$ cat src/rtl/clkprog_pkg.sv
package clkprog_pkg;
   localparam int REG_W  = 8;
   localparam int B_GM   = 0;
   localparam int B_SYNC = 1;
   localparam int B_PROP = 2;
   localparam int B_REL  = 3;
   localparam int B_DLL  = 4;

   typedef struct packed {
      logic dll_gate;
      logic release_gfx;
      logic propagate;
      logic sync;
      logic gm_gate;
   } ctl_fields_t;

   function automatic ctl_fields_t split_fields(input logic [REG_W-1:0] d);
      ctl_fields_t f;
      f.dll_gate    = d[B_DLL];
      f.release_gfx = d[B_REL];
      f.propagate   = d[B_PROP];
      f.sync        = d[B_SYNC];
      f.gm_gate     = d[B_GM];
      return f;
   endfunction
endpackage

$ cat src/rtl/clkprog_gate_seq.sv
module clkprog_gate_seq
   import clkprog_pkg::*;
#(
   parameter int CFG_W = 4
) (
   input  logic             clk,
   input  logic             rst_n,
   input  logic             wr_stb,
   input  ctl_fields_t      wf,
   input  logic [CFG_W-1:0] pending_cfg,
   output logic             dll_gate,
   output logic             gm_gate,
   output logic             div_reset,
   output logic             sync_req,
   output logic             err_set,
   output logic [CFG_W-1:0] applied_cfg
);
   logic gates_closed;
   logic sync_fall;
   logic sync_change;

   assign gates_closed = dll_gate & gm_gate;
   assign sync_fall    = wr_stb & div_reset & ~wf.sync;
   assign sync_change  = wr_stb & (div_reset ^ wf.sync);
   assign err_set      = sync_change & ~gates_closed;

   always_ff @(posedge clk or negedge rst_n) begin
      if (!rst_n) begin
         dll_gate    <= 1'b0;
         gm_gate     <= 1'b0;
         div_reset   <= 1'b0;
         sync_req    <= 1'b0;
         applied_cfg <= '0;
      end else begin
         sync_req <= sync_fall;
         if (wr_stb) begin
            dll_gate  <= wf.dll_gate;
            gm_gate   <= wf.gm_gate;
            div_reset <= wf.sync;
         end
         if (div_reset) applied_cfg <= pending_cfg;
      end
   end
endmodule

$ cat src/rtl/clkprog_gfx_ctrl.sv
module clkprog_gfx_ctrl (
   input  logic clk,
   input  logic rst_n,
   input  logic wr_stb,
   input  logic prop_wr,
   input  logic rel_wr,
   input  logic gfx_disable_in,
   output logic prop_bit,
   output logic prop_done,
   output logic gfx_en,
   output logic released,
   output logic err_set
);
   assign err_set = wr_stb & rel_wr & ~prop_done;

   always_ff @(posedge clk or negedge rst_n) begin
      if (!rst_n) begin
         prop_bit  <= 1'b0;
         prop_done <= 1'b0;
         gfx_en    <= 1'b0;
         released  <= 1'b0;
      end else if (wr_stb) begin
         prop_bit <= prop_wr;
         if (prop_wr) begin
            prop_done <= 1'b1;
            gfx_en    <= ~gfx_disable_in;
         end
         if (rel_wr && prop_done) released <= 1'b1;
      end
   end
endmodule

$ cat src/rtl/clkprog_ctrl.sv
module clkprog_ctrl
   import clkprog_pkg::*;
#(
   parameter int          ADDR_W   = 8,
   parameter int unsigned REG_ADDR = 'h3C,
   parameter int          CFG_W    = 4,
   parameter bit          RD_REG   = 1'b0
) (
   input  logic              clk,
   input  logic              rst_n,
   input  logic [ADDR_W-1:0] addr,
   input  logic              wr_en,
   input  logic [REG_W-1:0]  wr_data,
   output logic [REG_W-1:0]  rd_data,
   input  logic              gfx_disable_in,
   input  logic [CFG_W-1:0]  pending_cfg,
   output logic [CFG_W-1:0]  applied_cfg,
   output logic              dll_clk_gate,
   output logic              gm_clk_gate,
   output logic              div_reset,
   output logic              sync_req,
   output logic              gfx_clk_en,
   output logic              gfx_cfg_vis,
   output logic              bridge_cfg_vis,
   output logic              gfx_rst_n,
   output logic              seq_err
);
   localparam logic [ADDR_W-1:0] MATCH = ADDR_W'(REG_ADDR);

   if (ADDR_W < 1 || ADDR_W > 32) begin : g_bad_addr_w
      $error("clkprog_ctrl: ADDR_W out of range");
   end
   if (ADDR_W < 32 && REG_ADDR >= (64'd1 << ADDR_W)) begin : g_bad_reg_addr
      $error("clkprog_ctrl: REG_ADDR does not fit ADDR_W");
   end
   if (CFG_W < 1) begin : g_bad_cfg_w
      $error("clkprog_ctrl: CFG_W must be at least 1");
   end

   logic        sel;
   logic        wr_stb;
   ctl_fields_t wf;
   logic        err_sync;
   logic        err_rel;
   logic        prop_bit;
   logic        prop_done;
   logic        gfx_en;
   logic        released;
   logic [REG_W-1:0] reg_view;

   assign sel    = (addr == MATCH);
   assign wr_stb = wr_en & sel;
   assign wf     = split_fields(wr_data);

   clkprog_gate_seq #(.CFG_W(CFG_W)) u_gate_seq (
      .clk         (clk),
      .rst_n       (rst_n),
      .wr_stb      (wr_stb),
      .wf          (wf),
      .pending_cfg (pending_cfg),
      .dll_gate    (dll_clk_gate),
      .gm_gate     (gm_clk_gate),
      .div_reset   (div_reset),
      .sync_req    (sync_req),
      .err_set     (err_sync),
      .applied_cfg (applied_cfg)
   );

   clkprog_gfx_ctrl u_gfx_ctrl (
      .clk            (clk),
      .rst_n          (rst_n),
      .wr_stb         (wr_stb),
      .prop_wr        (wf.propagate),
      .rel_wr         (wf.release_gfx),
      .gfx_disable_in (gfx_disable_in),
      .prop_bit       (prop_bit),
      .prop_done      (prop_done),
      .gfx_en         (gfx_en),
      .released       (released),
      .err_set        (err_rel)
   );

   assign gfx_clk_en     = gfx_en;
   assign gfx_cfg_vis    = gfx_en;
   assign bridge_cfg_vis = ~gfx_en;
   assign gfx_rst_n      = released;

   always_ff @(posedge clk or negedge rst_n) begin
      if (!rst_n)                    seq_err <= 1'b0;
      else if (err_sync || err_rel)  seq_err <= 1'b1;
   end

   always_comb begin
      reg_view         = '0;
      reg_view[B_DLL]  = dll_clk_gate;
      reg_view[B_REL]  = released;
      reg_view[B_PROP] = prop_bit;
      reg_view[B_SYNC] = div_reset;
      reg_view[B_GM]   = gm_clk_gate;
   end

   if (RD_REG) begin : g_rd_flop
      always_ff @(posedge clk or negedge rst_n) begin
         if (!rst_n) rd_data <= '0;
         else        rd_data <= sel ? reg_view : '0;
      end
   end else begin : g_rd_comb
      assign rd_data = sel ? reg_view : '0;
   end
endmodule

$ cat config.mk
export PLATFORM = sky130hd
export DESIGN_NAME = clkprog_ctrl
export DESIGN_NICKNAME = d
export VERILOG_FILES = /design/src/rtl/clkprog_pkg.sv /design/src/rtl/clkprog_gate_seq.sv /design/src/rtl/clkprog_gfx_ctrl.sv /design/src/rtl/clkprog_ctrl.sv
export SDC_FILE = /design/constraint.sdc
export NUM_CORES = 1
export LEC_CHECK = 0
export ABC_AREA = 1
export CAP_MARGIN = 25
export CORE_UTILIZATION = 49
export DETAILED_ROUTE_END_ITERATION = 8
export DONT_BUFFER_PORTS = 1
export SYNTH_ARGS = -nofsm -noshare
export SYNTH_HDL_FRONTEND = slang
export SYNTH_HIERARCHICAL = 1
export SYNTH_SLANG_ARGS = --single-unit
$ cat constraint.sdc
create_clock -name clk -period 2.5 [get_ports clk]
set_input_delay 0.125 -clock clk [delete_from_list [all_inputs] [get_ports clk]]
set_output_delay 0.125 -clock clk [all_outputs]
set_load 0.02 [all_outputs]
==> Word-level counts from Yosys, hierarchy flattened <==
Cells that the tools add are included.
{ "totals": {"out_inout_bits": 21, "wordCells": 30, "reg_bits": 13} }
{ "classes": {"reduce_logical": 4, "n_bitwise": 14, "n_eq_ne": 1, "n_mux": 1} }
{ "op_table": {"columns": ["op", "n"], "rows": [
  ["AND 1 bit", 8],
  ["equality test 8 x 6 -> 1 bit, second input constant", 1],
  ["two-way mux 5 bit", 1],
  ["inverter 1 bit", 5],
  ["AND reduction 2 bit", 2],
  ["logical AND 1 bit", 1],
  ["logical OR 1 bit", 1],
  ["XOR 1 bit", 1]
]} }

==> Depth between registers and ports, before layout <==
Gate-level depths: netlist (run 1).
{ "logic_depth": {"depth_word": 5, "mapped_depth": 8, "depth_no_buf": 8} }

==> By module <==
Netlist (run 1), hierarchy kept.
{ "by_module_without_submodules": {"columns": ["module", "cells_per_inst", "area_per_inst_um2", "seq_area_each_um2", "instances"], "rows": [
  ["clkprog_gate_seq", 38, 325.3, 200.2, 1],
  ["clkprog_gfx_ctrl", 18, 158.9, 100.1, 1],
  ["clkprog_ctrl", 31, 157.7, 25.0, 1]
]} }

==> Worst setup path before layout (run 1) <==
Ideal clock, no wire load.
{ "synth_timing": {"path_type": "register -> register", "startpoint": "register u_gate_seq.div_reset", "endpoint": "register seq_err", "arrival_ns": 1.105, "path_slack_ns": 1.264, "setup_ns": 0.131, "path_stages_with_launch": 6, "path_cell_list": "dfrtp_1 > inv_2 > nand2_2 > nand2_1 > nor2_2 > or3_1"} }
{ "synth_via": {"elab_chain_cells": 4} }
{ "synth_lines": {"columns": ["item", "line_no", "text"], "rows": [
  ["start, declared", "clkprog_gate_seq.sv:13", "output logic div_reset,"],
  ["start signal, assigned", "clkprog_gate_seq.sv:39", "div_reset <= wf.sync;"],
  ["XOR 1 bit", "clkprog_gate_seq.sv:24", "assign sync_change = wr_stb & (div_reset ^ wf.sync);"],
  ["AND 1 bit", "clkprog_gate_seq.sv:24", null],
  ["AND 1 bit", "clkprog_gate_seq.sv:25", "assign err_set = sync_change & ~gates_closed;"],
  ["via err_sync", "clkprog_ctrl.sv:43", "logic err_sync;"],
  ["logical OR 1 bit", "clkprog_ctrl.sv:90", "else if (err_sync || err_rel) seq_err <= 1'b1;"],
  ["end signal, assigned", "clkprog_ctrl.sv:89", "if (!rst_n) seq_err <= 1'b0;"],
  ["end signal, assigned", "clkprog_ctrl.sv:90", null],
  ["end, declared", "clkprog_ctrl.sv:26", "output logic seq_err"]
]} }
The timed path passes the listed nets, and every way through them passes these cells.
A chain may end at the register's enable or synchronous reset.

==> Worst setup path after layout (run 1) <==
{ "layout_timing": {"startpoint": "register u_gate_seq.div_reset", "endpoint": "output rd_data[1]"} }
{ "layout_via": {"elab_chain_cells": 1} }
{ "layout_lines": {"columns": ["item", "line_no", "text"], "rows": [
  ["two-way mux 5 bit", "clkprog_ctrl.sv:108", "assign rd_data = sel ? reg_view : '0;"],
  ["end, declared", "clkprog_ctrl.sv:14", "output logic [REG_W-1:0] rd_data,"]
]} }
Every way passes these cells.

==> impl_metrics.xml, run 1 <==
<?xml version="1.0" encoding="UTF-8"?>
<metrics>
  <group name="run_status">
    <metric name="outcome" unit="">finished, final reports clean</metric>
  </group>
  <group name="critical_path">
    <metric name="timing.critical_path.cells" unit="">inv_1 &gt; nor2_1</metric>
    <metric name="critical_path_class" unit="">reg2out</metric>
    <metric name="crit_arrival" unit="ns">1.28</metric>
    <metric name="worstPathRequired" unit="ns">2.38</metric>
    <metric name="cp-end-kind" unit="">primary output</metric>
    <metric name="crit_fanout" unit="">8</metric>
    <metric name="critical-path-slowest-cell" unit="">sky130_fd_sc_hd__dfrtp_1</metric>
    <metric name="path_buf_inv" unit="">1</metric>
    <metric name="register_to_register_setup_slack" unit="ns">1.15</metric>
    <metric name="ff2ff_path_depth" unit="">5</metric>
    <metric name="critical_path.startpoint_type" unit="">flop</metric>
    <metric name="cp_slowest_stage_delay" unit="ns">0.60</metric>
    <metric name="timing.critical_path.depth" unit="">2</metric>
    <metric name="cpLargestDelayFamily" unit="">flip-flops</metric>
  </group>
  <group name="timing">
    <metric name="max_slew_margin" unit="%">53.7</metric>
    <metric name="final_setup_violating_endpoints" unit="">0</metric>
    <metric name="skew" unit="ns">0.00286</metric>
    <metric name="setup-tns-final" unit="ns">0</metric>
    <metric name="fmaxAchievable" unit="MHz">710</metric>
    <metric name="post-route-min-period" unit="ns">1.41</metric>
    <metric name="maxSlewViolCount" unit="">0</metric>
    <metric name="post-route-period-util" unit="%">56.3</metric>
    <metric name="finalHoldViolations" unit="">0</metric>
    <metric name="tightest_slew" unit="ns">0.693</metric>
    <metric name="grt_setup_unrepaired" unit="">no</metric>
  </group>
  <group name="clock_network">
    <metric name="postCtsSetupRepairBufs" unit="">0</metric>
    <metric name="clock-root-buffer" unit="">sky130_fd_sc_hd__clkbuf_4</metric>
    <metric name="clock_tree_from_tritoncts" unit="">built</metric>
    <metric name="cts_inserted_buffers" unit="">3</metric>
    <metric name="total_number_of_h_tree_levels" unit="">1</metric>
    <metric name="clk_latency" unit="ns">0.27</metric>
    <metric name="cts.reportedPaths.clkPinSlew" unit="ns">0.08</metric>
    <metric name="cts_sinks" unit="">13</metric>
    <metric name="max-clock-path-buffers" unit="">2</metric>
  </group>
  <group name="synthesis">
    <metric name="synthTopCellsByArea" unit="">sky130_fd_sc_hd__dfrtp_1 51%, sky130_fd_sc_hd__nand2_1 19%, sky130_fd_sc_hd__inv_1 9.9%, sky130_fd_sc_hd__nor2_1 5.3%, sky130_fd_sc_hd__buf_4 4.7%</metric>
    <metric name="netlist.top_cell.by_area" unit="">sky130_fd_sc_hd__dfrtp_1</metric>
    <metric name="synth_cell_types" unit="">14</metric>
    <metric name="syn_avg_cell_area" unit="sq um">7.38</metric>
    <metric name="synth-seq-area-share" unit="%">50.7</metric>
    <metric name="yosysTopAreaCellShare" unit="%">50.7</metric>
    <metric name="yosys_warnings" unit="">6</metric>
    <metric name="synth_seq_cells" unit="">13</metric>
    <metric name="syn_inst" unit="">87</metric>
    <metric name="post_synth_instance_area" unit="sq um">642</metric>
  </group>
  <group name="place">
    <metric name="finalWeightedCongestion" unit="">0.733</metric>
    <metric name="placement.cell_area" unit="sq um">637</metric>
    <metric name="port_buffers" unit="">0</metric>
    <metric name="placed_cells_incl_taps" unit="">99</metric>
    <metric name="dp.final_hpwl" unit="um">788</metric>
  </group>
  <group name="final_layout">
    <metric name="layout.nets" unit="">124</metric>
    <metric name="instances_no_fill" unit="">113</metric>
    <metric name="non_filler_cell_area_final" unit="sq um">763</metric>
    <metric name="total_of_fill_cells_in_the_finished_design" unit="">107</metric>
    <metric name="layout-area-overhead-vs-synth" unit="%">18.9</metric>
    <metric name="antennaDiodeCount" unit="">0</metric>
    <metric name="layout-drive-gt1-share" unit="%">9.09</metric>
  </group>
  <group name="min_path">
    <metric name="class_of_the_most_critical_hold_timing_path" unit="">in2reg</metric>
    <metric name="worstHoldPathCells" unit="">3</metric>
  </group>
  <group name="route">
    <metric name="route.layer.met1.wl" unit="um">528</metric>
    <metric name="route.met3.wl" unit="um">87</metric>
    <metric name="routed_wirelength" unit="um">1210</metric>
    <metric name="drc" unit="">0</metric>
    <metric name="number_of_drc_violations_after_detailed_routing_iteration_0" unit="">6</metric>
    <metric name="drt_first_pass_iters" unit="">3</metric>
    <metric name="final_antenna_net_count" unit="">0</metric>
    <metric name="detailroute.wirelength.met2" unit="um">582</metric>
    <metric name="route.vias.total" unit="">520</metric>
    <metric name="post_drt_wl_per_cell" unit="um">10.7</metric>
    <metric name="top_signal_layer_used" unit="">met4</metric>
    <metric name="drt-vias-per-instance" unit="">4.60</metric>
  </group>
  <group name="pwr">
    <metric name="power_leakage" unit="nW">0.436</metric>
    <metric name="maximum_vdd_ir_drop" unit="uV">334</metric>
    <metric name="p_total" unit="uW">413</metric>
    <metric name="power_density" unit="nW/um^2">542</metric>
  </group>
  <group name="floorplan">
    <metric name="io_pins" unit="">45</metric>
    <metric name="floorplan.die.height" unit="um">38.2</metric>
    <metric name="placementRows" unit="">12</metric>
    <metric name="die_w" unit="um">38.2</metric>
    <metric name="fp.coreArea" unit="sq um">1160</metric>
    <metric name="dieArea" unit="sq um">1460</metric>
    <metric name="floorplan.initialDensity" unit="%">55.5</metric>
  </group>
  <group name="grt">
    <metric name="grt_max_degree" unit="">14</metric>
    <metric name="grt_first_pass_wirelength" unit="um">2130</metric>
    <metric name="global_route.usage.total" unit="%">21.8</metric>
    <metric name="antenna_found_initial" unit="">0</metric>
    <metric name="global_route.overflow_total" unit="">0</metric>
    <metric name="via_count_of_the_first_global_routing_pass" unit="">533</metric>
  </group>
  <group name="flow_run">
    <metric name="max_cap_violations" unit="">0</metric>
  </group>
</metrics>
-- placed cells by master (no fill, tap or decap) --
master,netlist,layout
sky130_fd_sc_hd__nand2_2,3,3
sky130_fd_sc_hd__conb_1,1,3
sky130_fd_sc_hd__o21ai_1,1,1
sky130_fd_sc_hd__dlygate4sd3_1,0,10
sky130_fd_sc_hd__clkbuf_4,0,3
sky130_fd_sc_hd__nand3_1,2,2
sky130_fd_sc_hd__inv_1,17,17
sky130_fd_sc_hd__nor2_1,9,9
sky130_fd_sc_hd__nand2_1,32,32
sky130_fd_sc_hd__or3_1,1,1
sky130_fd_sc_hd__clkbuf_1,0,1
sky130_fd_sc_hd__dfrtp_1,13,13
sky130_fd_sc_hd__o21ai_0,1,1
sky130_fd_sc_hd__inv_2,1,1
sky130_fd_sc_hd__nor3_2,1,1
sky130_fd_sc_hd__nor2_2,1,1
-- cell usage after synthesis, drive strengths merged --
| cell type | instances |
|---|---|
| conb | 1 |
| dfrtp | 13 |
| nor2 | 10 |
| o21ai | 2 |
| inv | 18 |
| nand2 | 35 |
| nor3 | 1 |
| buf | 4 |
| or3 | 1 |
| nand3 | 2 |
-- what timing repair did --
action	4_1_cts	5_1_grt
hold buffers	10	0
gates resized for setup	0	0
hold endpoints to repair	24	0
-- sequential cells by signal (all words and copies together) (netlist names) --
signal / count
seq_err: 1
u_gate_seq/sync_req: 1
u_gate_seq/div_reset: 1
u_gfx_ctrl/released: 1
u_gate_seq/applied_cfg: 4
u_gfx_ctrl/gfx_en: 1
u_gfx_ctrl/prop_done: 1
u_gate_seq/gm_gate: 1
u_gfx_ctrl/prop_bit: 1
u_gate_seq/dll_gate: 1
-- cell type report --
class	count	area, sq um	share of cell area [%]
Inverter	18	67.6	8.85
Sequential cell	13	325	42.6
Clock buffer	4	26.3	3.44
Tap cell	14	17.5	2.30
Timing Repair Buffer	10	100	13.1
Multi-Input combinational cell	54	226	29.7
-- layer usage --
metal,global-route usage (%),vias up
met5,0,-
met4,13.4,0
met3,5.81,2
met2,35.6,25
met1,25.0,226
li1,-,267
-- power by group --
group / internal [mW] / total (mW) / switching (mW)
sequential: 0.221 / 0.244 / 0.0229
combinational: 0.0191 / 0.0443 / 0.0252
clock: 0.0617 / 0.125 / 0.0636
-- tightest hold or removal path, cell delays in order --
cell and delay, ns:
sky130_fd_sc_hd__inv_1 0.02, sky130_fd_sc_hd__nand3_1 0.05, sky130_fd_sc_hd__nand2_1 0.05
-- cell families (layout without fill, tap and decap cells) --
logic type      Yosys count  in the layout  synth area share (%)
buf+inv                  22             32                  15.2
other cells               1              3                 0.584
compound gates            2              2                  1.56
flops                    13             13                  50.7
simple gates             49             49                  32.0
-- through the flow --
stage	setup WS (ns)	hold slack, ns	util [%]
2_1_floorplan	1.26	-0.171	-
3_3_place_gp	1.08	-0.170	55.1
3_5_place_dp	1.07	-0.170	55.1
4_1_cts	1.09	0.00736	66.0
5_1_grt	1.03	0.0219	66.0
6_report	1.09	0.0153	66.0
-- final timing paths --
kind / end / from
worst max-delay path: rd_data[1] / u_gate_seq/div_reset
worst min-delay path: u_gfx_ctrl/gfx_en / gfx_disable_in
worst max register to register: seq_err / u_gate_seq/div_reset
worst min register to register: u_gfx_ctrl/prop_done / u_gfx_ctrl/prop_done
max in group asynchronous: u_gfx_ctrl/prop_bit / rst_n
min in group asynchronous: u_gate_seq/dll_gate / rst_n
Power figures use the tool's default switching activity.
==> inputs of run 2 (changes only) <==
Settings changed: ABC_AREA 1 to 0, PLACE_DENSITY set to 0.66.
Clock period 2.5 ns to 1.15 ns, I/O delays scaled along.
==> run 2 against run 1 <==
  * The flow now finishes with violations (setup timing)
  * Setup slack lost 1.1 ns
  * Synthesized cell count is 36% lower
  * Largest cell class unchanged
  * Clock skew up 0.0060 ns
  * Final area grew 21%
  * Total power rose to 2.7 times the previous value
  * Combinational power grew to 4.0 times the previous value
  * Die area rose by 0.39%
  * Clock power is 120% higher
==> impl_metrics.xml, run 2 <==
<?xml version="1.0" encoding="UTF-8"?>
<metrics>
  <group name="synthesis">
    <metric name="synth-seq-area-share" unit="%">50.5</metric>
    <metric name="ys_top_cells_by_count" unit="">13 x sky130_fd_sc_hd__dfrtp_1, 9 x sky130_fd_sc_hd__inv_1, 7 x sky130_fd_sc_hd__mux2_2</metric>
    <metric name="syn_inst" unit="">56</metric>
    <metric name="yosys_warnings" unit="">6</metric>
    <metric name="syn_avg_cell_area" unit="sq um">11.5</metric>
    <metric name="synth.most_common_cell" unit="">sky130_fd_sc_hd__dfrtp_1</metric>
    <metric name="synth_seq_cells" unit="">13</metric>
    <metric name="count_of_flip_flops_with_a_built_in_enable_after_synthesis" unit="">0</metric>
    <metric name="synth-main-ff-cell" unit="">sky130_fd_sc_hd__dfrtp_1</metric>
    <metric name="async_reset_ff_share" unit="%">100</metric>
    <metric name="post_synth_instance_area" unit="sq um">644</metric>
    <metric name="synth_cell_types" unit="">18</metric>
    <metric name="synthTopCellsByArea" unit="">sky130_fd_sc_hd__dfrtp_1 50%, sky130_fd_sc_hd__mux2_2 12%, sky130_fd_sc_hd__nand4bb_4 8.5%, sky130_fd_sc_hd__inv_1 5.2%, sky130_fd_sc_hd__nor3_1 4.7%</metric>
    <metric name="netlist.top_cell.by_area" unit="">sky130_fd_sc_hd__dfrtp_1</metric>
    <metric name="yosysTopAreaCellShare" unit="%">50.5</metric>
  </group>
  <group name="critical_path">
    <metric name="r2r-end" unit="">seq_err</metric>
    <metric name="path_buf_inv" unit="">3</metric>
    <metric name="critical_path_class" unit="">reg2out</metric>
    <metric name="worstPathRequired" unit="ns">1.09</metric>
    <metric name="timing.critical_path.depth" unit="">4</metric>
    <metric name="ff2ff_path_depth" unit="">3</metric>
    <metric name="crit_arrival" unit="ns">1.13</metric>
    <metric name="critical_path.startpoint_type" unit="">flop</metric>
    <metric name="cp-endpoint" unit="">rd_data[1]</metric>
    <metric name="register_to_register_setup_slack" unit="ns">-0.02</metric>
    <metric name="cpLargestDelayFamily" unit="">flip-flops</metric>
    <metric name="crit_fanout" unit="">8</metric>
    <metric name="critical-path-slowest-cell" unit="">sky130_fd_sc_hd__dfrtp_2</metric>
    <metric name="cp-end-kind" unit="">primary output</metric>
    <metric name="timing.critical_path.cells" unit="">buf_8 &gt; inv_2 &gt; nor3_2 &gt; buf_4</metric>
    <metric name="cp_slowest_stage_delay" unit="ns">0.40</metric>
    <metric name="critical_path_source" unit="">u_gate_seq/div_reset</metric>
    <metric name="beginning_of_the_worst_register_to_register_path" unit="">u_gate_seq/div_reset</metric>
  </group>
  <group name="clock_network">
    <metric name="clock_tree_from_tritoncts" unit="">built</metric>
    <metric name="clock-root-buffer" unit="">sky130_fd_sc_hd__clkbuf_4</metric>
    <metric name="cts_inserted_buffers" unit="">3</metric>
    <metric name="clk_latency" unit="ns">0.27</metric>
    <metric name="total_number_of_h_tree_levels" unit="">1</metric>
    <metric name="cts_sinks" unit="">13</metric>
    <metric name="max-clock-path-buffers" unit="">2</metric>
    <metric name="cts.reportedPaths.clkPinSlew" unit="ns">0.09</metric>
    <metric name="postCtsSetupRepairBufs" unit="">0</metric>
  </group>
  <group name="timing">
    <metric name="skew" unit="ns">0.00886</metric>
    <metric name="post-route-min-period" unit="ns">1.18</metric>
    <metric name="timing.hold.ws" unit="ns">0.0193</metric>
    <metric name="post-route-period-util" unit="%">103</metric>
    <metric name="setup_slack" unit="ns">-0.0329</metric>
    <metric name="maxSlewViolCount" unit="">0</metric>
    <metric name="grt_setup_unrepaired" unit="">yes</metric>
    <metric name="tightest_slew" unit="ns">0.548</metric>
    <metric name="finalHoldViolations" unit="">0</metric>
    <metric name="max_slew_margin" unit="%">63.3</metric>
    <metric name="fmaxAchievable" unit="MHz">845</metric>
    <metric name="final_setup_violating_endpoints" unit="">3</metric>
  </group>
  <group name="grt">
    <metric name="met1_usage" unit="%">26.7</metric>
    <metric name="global_route.peak_usage_layer" unit="">met2</metric>
    <metric name="antenna_found_initial" unit="">0</metric>
    <metric name="via_count_of_the_first_global_routing_pass" unit="">481</metric>
    <metric name="grt_max_degree" unit="">14</metric>
    <metric name="global_route.overflow_total" unit="">0</metric>
    <metric name="grtUsageMet3" unit="%">6.40</metric>
    <metric name="grt_use_met2" unit="%">36.4</metric>
    <metric name="grt_first_pass_wirelength" unit="um">2100</metric>
    <metric name="global_route.usage.total" unit="%">21.7</metric>
  </group>
  <group name="final_layout">
    <metric name="flip_flop_count_of_the_largest_register_after_layout" unit="">4</metric>
    <metric name="layout.cells.most_common_list" unit="">11 x sky130_fd_sc_hd__dlygate4sd3_1, 11 x sky130_fd_sc_hd__dfrtp_1, 9 x sky130_fd_sc_hd__buf_4</metric>
    <metric name="layout.nets" unit="">106</metric>
    <metric name="max_flop_register" unit="">u_gate_seq/applied_cfg</metric>
    <metric name="antennaDiodeCount" unit="">0</metric>
    <metric name="layout-drive-gt1-share" unit="%">45.7</metric>
    <metric name="layout-area-overhead-vs-synth" unit="%">43.7</metric>
  </group>
  <group name="floorplan">
    <metric name="floorplan.initialDensity" unit="%">55.0</metric>
    <metric name="io_pins" unit="">45</metric>
    <metric name="die_w" unit="um">38.3</metric>
    <metric name="dieArea" unit="sq um">1460</metric>
    <metric name="fp.coreArea" unit="sq um">1170</metric>
    <metric name="placementRows" unit="">12</metric>
    <metric name="floorplan.die.height" unit="um">38.3</metric>
  </group>
  <group name="route">
    <metric name="final_antenna_net_count" unit="">0</metric>
    <metric name="post_drt_wl_per_cell" unit="um">14.6</metric>
    <metric name="route.vias.total" unit="">482</metric>
    <metric name="drt-vias-per-instance" unit="">5.07</metric>
    <metric name="number_of_drc_violations_after_detailed_routing_iteration_0" unit="">5</metric>
    <metric name="drt_first_pass_iters" unit="">4</metric>
    <metric name="drc" unit="">0</metric>
    <metric name="routed_wirelength" unit="um">1390</metric>
  </group>
  <group name="place">
    <metric name="port_buffers" unit="">0</metric>
    <metric name="finalWeightedCongestion" unit="">0.728</metric>
    <metric name="dp.final_hpwl" unit="um">1000</metric>
  </group>
  <group name="pwr">
    <metric name="power_density" unit="nW/um^2">1190</metric>
    <metric name="power_leakage" unit="nW">0.464</metric>
    <metric name="maximum_vdd_ir_drop" unit="uV">1300</metric>
    <metric name="p_total" unit="mW">1.10</metric>
  </group>
  <group name="run_status">
    <metric name="outcome" unit="">complete, but fails checks</metric>
    <metric name="violations" unit="">setup timing</metric>
  </group>
  <group name="min_path">
    <metric name="class_of_the_most_critical_hold_timing_path" unit="">in2reg</metric>
  </group>
  <group name="flow_run">
    <metric name="max_cap_violations" unit="">0</metric>
  </group>
</metrics>
run 2: cells by family (layout without fill, tap and decap cells):
| kind of cell | Yosys count | in the layout | synth area share [%] |
|---|---|---|---|
| and+or+nand+nor | 17 | 17 | 20.0 |
| buffers and inverters | 14 | 37 | 11.7 |
| DFF | 13 | 13 | 50.5 |
| muxes | 8 | 8 | 13.8 |
| AOI/OAI and AO/OA | 2 | 2 | 2.14 |
| other | 1 | 3 | 0.582 |
| xor gates and xnor gates | 1 | 1 | 1.36 |
run 2: per-layer routing:
layer	wire, um	part of all wire, %	vias to the layer above
met3	128	9.2	0
met5	0	0	-
met1	507	36	225
met2	754	54	29
met4	0	0	0
li1	-	-	228
run 2: tightest hold or removal path: stages:
cell,delay (ns)
sky130_fd_sc_hd__nand2_1,0.03
sky130_fd_sc_hd__nor2_1,0.07
sky130_fd_sc_hd__or3_1,0.11
run 2: worst min path at each step:
stage	cells after the start	end	startpoint	slack [ns]
after floorplan	0	seq_err	rst_n	-0.24
after global placement	0	u_gfx_ctrl/released	rst_n	-0.24
final	3	seq_err	wr_data[3]	0.02
after global routing	3	seq_err	wr_data[3]	0.02
after CTS	3	seq_err	wr_data[3]	0.02
after detailed placement	0	u_gfx_ctrl/released	rst_n	-0.24
run 2: what timing repair did:
| action | 4_1_cts | 5_1_grt |
|---|---|---|
| gates resized for setup | 10 | 6 |
| setup endpoints to repair | 5 | 5 |
| pin swaps | 6 | 1 |
| hold buffers | 11 | 0 |
| hold endpoints to repair | 25 | 0 |
| gates cloned | 0 | 0 |
run 2: power by group:
part / total, mW / internal (mW) / switching (mW) / leakage [nW]
combinational: 0.178 / 0.101 / 0.0766 / 0.287
sequential: 0.647 / 0.525 / 0.122 / 0.161
clock: 0.279 / 0.134 / 0.145 / 0.0150
run 2: layout make-up:
cell class | instances | area, sq um
clock buffers | 4 | 26.3
multi-input cells | 31 | 289
well taps | 14 | 17.5
flip-flops and latches | 13 | 328
fillers | 68 | 245
repair buffers | 24 | 226
inverters | 9 | 38.8
run 2: metrics by stage:
stage	instance area [sq um]	worst slack [ns]	cells	TNS (ns)	util [%]
after floorplan	664	-0.184	58	-0.184	-
after global placement	738	0.0111	80	0	63.0
after detailed placement	738	-0.0253	80	-0.0253	63.0
after CTS	906	-0.0349	95	-0.0606	77.4
after global routing	926	-0.103	95	-0.247	79.1
final	926	-0.0329	95	-0.0824	79.1
